===== config.mk =====
export PLATFORM = sky130hd
export DESIGN_NAME = tri_duty_counter
export DESIGN_NICKNAME = d
export VERILOG_FILES = /design/src/rtl/tri_duty_counter.sv
export SDC_FILE = /design/constraint.sdc
export NUM_CORES = 1
export LEC_CHECK = 0
export BUFFER_PORTS_ARGS = -buffer_cell sky130_fd_sc_hd__buf_2
export CAP_MARGIN = 0
export CELL_PAD_IN_SITES_DETAIL_PLACEMENT = 0
export CELL_PAD_IN_SITES_GLOBAL_PLACEMENT = 1
export CORE_MARGIN = 2
export CORE_UTILIZATION = 30
export DETAILED_ROUTE_END_ITERATION = 7
export PLACE_DENSITY_LB_ADDON = 0.3
export SKIP_CTS_REPAIR_TIMING = 1
export SLEW_MARGIN = 20
export SYNTH_ARGS = -nofsm -noshare
export SYNTH_HDL_FRONTEND = slang
export SYNTH_SLANG_ARGS = --single-unit

===== constraint.sdc =====
create_clock -name clk -period 6.6 [get_ports clk]
set_clock_uncertainty 0.2 [all_clocks]
set_input_delay 0.33 -clock clk [delete_from_list [all_inputs] [get_ports clk]]
set_output_delay 0.33 -clock clk [all_outputs]
set_load 0.02 [all_outputs]

===== src/rtl/tri_duty_counter.sv =====
module tri_duty_counter #(
  parameter int W = 16
) (
  input  logic         clk,
  input  logic         rst,
  input  logic         tick,
  input  logic         start,
  input  logic         mst_up,
  input  logic         mst_prd,
  input  logic         duty_wr,
  input  logic [W-1:0] duty_wdata,
  output logic [W-1:0] cnt,
  output logic         cnt_up,
  output logic         active,
  output logic         dmatch,
  output logic         dmatch_up,
  output logic         start_err
);
  localparam logic [W-1:0] ONE = W'(1);

  logic [W-1:0] dbuf;
  logic         pend;

  wire         step   = active && tick;
  wire         reload = pend || (mst_prd && mst_up);
  wire [W-1:0] nxt    = reload ? dbuf : (mst_up ? cnt + ONE : cnt - ONE);

  always_ff @(posedge clk) begin
    if (rst) begin
      cnt       <= '0;
      dbuf      <= '0;
      pend      <= 1'b0;
      active    <= 1'b0;
      cnt_up    <= 1'b0;
      dmatch    <= 1'b0;
      dmatch_up <= 1'b0;
      start_err <= 1'b0;
    end else begin
      dmatch <= 1'b0;
      if (duty_wr) dbuf <= duty_wdata;
      if (start) begin
        if (active) start_err <= 1'b1;
        else begin
          active <= 1'b1;
          pend   <= 1'b1;
        end
      end
      if (step) begin
        cnt       <= nxt;
        cnt_up    <= mst_up;
        pend      <= 1'b0;
        dmatch    <= (nxt == ONE);
        dmatch_up <= mst_up;
      end
    end
  end
endmodule



==> impl_results.md <==
* Antenna diodes at 0
* Design Power at 0.544 mW
* Final-layout fill cell count at 813
* Post-detail-place hpwl at 4420 um
* Synth area leader: dfxtp_1
* Die H at 91.2 um
* RSZ-0062 raised after global routing: false
* Final Hold Fails at 0
* Gr usage total at 14.6%
* Post-synth EDFFs at 0
* Critical path's top delay family: compound AO/OA/AOI/OAI gates
* Max VDD drop at 0.104 mV
* Slew margin rel. at 42.4%
* F_max at 0.321 GHz
* Vias per inst at 5.03
* Ys async rst share at 0%
* Die ar. at 8320 um^2
* Worst EP arrival at 3.13 ns
* Critical path's slowest cell: fa_1
* Worst Path Buf+Inv at 2
* Outcome: completed
* Wire per inst at 14.8 um
* Mean post-synth cell area at 8.81 um^2
* Syn_nets at 297
* Leakage at 1.17 nW
* Clk slew on worst S/H paths at 0.08 ns
* Part of the Yosys area used for sequential elements at 32.5%
* CTS max path bufs at 2
* Initial antenna violation count at 0
* Gr ovfl total at 0
* Crit path cell chain: buf_2, inv_1, fa_1, a21oi_1, o2111ai_2, a21oi_1, mux2i_1, o22ai_1, nor4_2, o2111ai_1, nor4_2
* Routed wire length at 5880 um
* Share of the synthesized area in the top cell type at 32.5%
* Mapped Area at 2280 um^2
* Critical path class: in -> reg
* Starting Density at 31.3%
* H-tree Lvls at 2
* Crit. End Element: flop
* CTS tree: yes
* Total CTS buffers at 5
* Max-Cap Viols at 0
* First DRT Iteration DRCs at 152
* Post-synthesis cell type count at 54
* Pwr/cell area at 207 nW/um^2
* Die width at 91.2 um
* First-pass GRT wire length at 9780 um
* P&R area growth vs syn at 15.4%
* Tcrit/Tclk final at 47.3%
* Critical path peak fanout at 16
* Std-Cell Core Area at 7290 um^2
* Ports at 44
* Hold WC Path Type: in -> reg
* Synth area leaders: dfxtp_1 (32%), mux2i_1 (8.3%), ha_1 (7.7%), nor2_1 (4.8%), a21oi_1 (4.2%)
* Synthesized flop and latch total at 37
* Vias at 2001
* Routed Antenna Nets at 0
* Worst-Margin Slew at 0.863 ns
* Setup TNS at 0 ns
* Ys Warns at 0
* Critical Path RT at 6.61 ns
* FP Rows at 31
* Routability cong. at 0.869
* Pins Over Slew Limit at 0
* Drt pass-1 iters at 4
* Worst slack, placed at 3.20 ns
* Layout Nets at 336
* Number of global-route vias before repair at 1871
* # DRC at 0
* Biggest cell delay along the critical path at 0.60 ns
* Pin count of the biggest net entering global routing at 31
* Clock root cell: clkbuf_8
* Crit start category: input pin
* Layout cells sized above 1 at 23.7%
* Gate Count Post-Synth at 259
* IO Port Bufs at 43
* Final Worst Setup Slack at 3.48 ns
* Clock latency at the later pin of the worst-skew pair at 0.29 ns
* Final setup fails at 0
* Clk sink count at 37
* Synth Flop Type: dfxtp_1
* Post-layout minimum cycle time at 3.12 ns
-- logic make-up after synthesis --
logic type,share of synthesized area [%]
simple gates,17.7
compound gates,24.7
flops,32.5
mux,8.34
buf+inv,4.77
fa+ha+maj,8.56
xor+xnor,3.46
-- layout make-up --
type	count	area, um^2	share of cell area (%)
Inverter	5	18.8	0.713
Clock buffer	5	68.8	2.62
Tap cell	99	124	4.71
Timing Repair Buffer	45	230	8.75
Sequential cell	37	741	28.2
Multi-Input combinational cell	204	1430	54.4
Clock inverter	3	17.5	0.666
-- state kept, by name, summed over array words and instances (netlist names) --
register,count
cnt,16
start_err,1
dbuf,16
dmatch,1
pend,1
dmatch_up,1
active,1
-- worst reg2reg max path, cell delays in order (launching register included) --
cell and delay (ns):
dfxtp_1 0.37, fa_1 0.49, a21oi_1 0.27, o2111ai_2 0.20
a21oi_1 0.22, mux2i_1 0.26, o22ai_1 0.13, nor4_2 0.34
o2111ai_1 0.18, nor4_2 0.17
-- layout by cell type, fill, tap and decap left out, types with 4 or more instances in the layout --
cell,synthesis,routed
dfxtp_1,37,37
mux2i_1,19,19
a22o_1,9,9
nor2_1,29,29
xnor2_1,7,7
nand2_1,23,23
a21oi_1,19,19
buf_2,1,43
o21ai_0,18,18
nand3_1,6,6
o2111ai_1,4,4
ha_1,14,14
clkbuf_8,2,5
nor3_1,6,6
a21o_1,4,4
inv_1,5,5
-- path summary, 6_finish.rpt --
kind / start / end / slack (ns) / cells after the start
worst max-delay path: mst_up / dmatch$_SDFF_PP0_ / 3.48 / 11
worst min-delay path: start / active$_SDFFE_PP0P_ / 0.07 / 3
worst max register to register: cnt[0]$_SDFFE_PP0P_ / dmatch$_SDFF_PP0_ / 3.70 / 9
worst min register to register: start_err$_SDFFE_PP0P_ / start_err$_SDFFE_PP0P_ / 0.28 / 2
-- layer usage --
metal  vias up  wire (um)  GRT usage (%)
met5         -          0              0
met2        46       2640           21.9
li1       1040          -              -
met3         4        197           2.74
met4         0         59           5.05
met1       911       2990           20.8
-- power by group --
group / internal (mW) / switching (mW)
registers: 0.236 / 0.0102
logic: 0.0539 / 0.0830
clock network: 0.0730 / 0.0879
-- synth_stat cells, types with 2 or more instances --
cell type  number
a21o_1          4
a21oi_1        19
a21oi_2         2
a22o_1          9
buf_6           2
clkbuf_1        5
clkbuf_8        2
dfxtp_1        37
ha_1           14
inv_1           5
mux2i_1        19
nand2_1        23
nand3_1         6
nand4_1         3
nor2_1         29
nor3_1          6
nor3b_2         2
nor4_2          2
o2111ai_1       4
o211ai_1        3
o21a_1          3
o21ai_0        18
o21ai_1         2
o31ai_1         2
or4_1           2
xnor2_1         7
xor2_1          2
-- metrics by stage --
stage | hold slack [ns] | instances | util, % | area [um^2]
after floorplan | 0.246 | 259 | - | 2280
after global placement | 0.249 | 390 | 34.9 | 2540
after detailed placement | 0.257 | 390 | 34.9 | 2540
after CTS | 0.0642 | 398 | 36.1 | 2630
after global routing | 0.0741 | 398 | 36.1 | 2630
final | 0.0722 | 398 | 36.1 | 2630
Note: power is estimated with default switching activity, not from simulation.
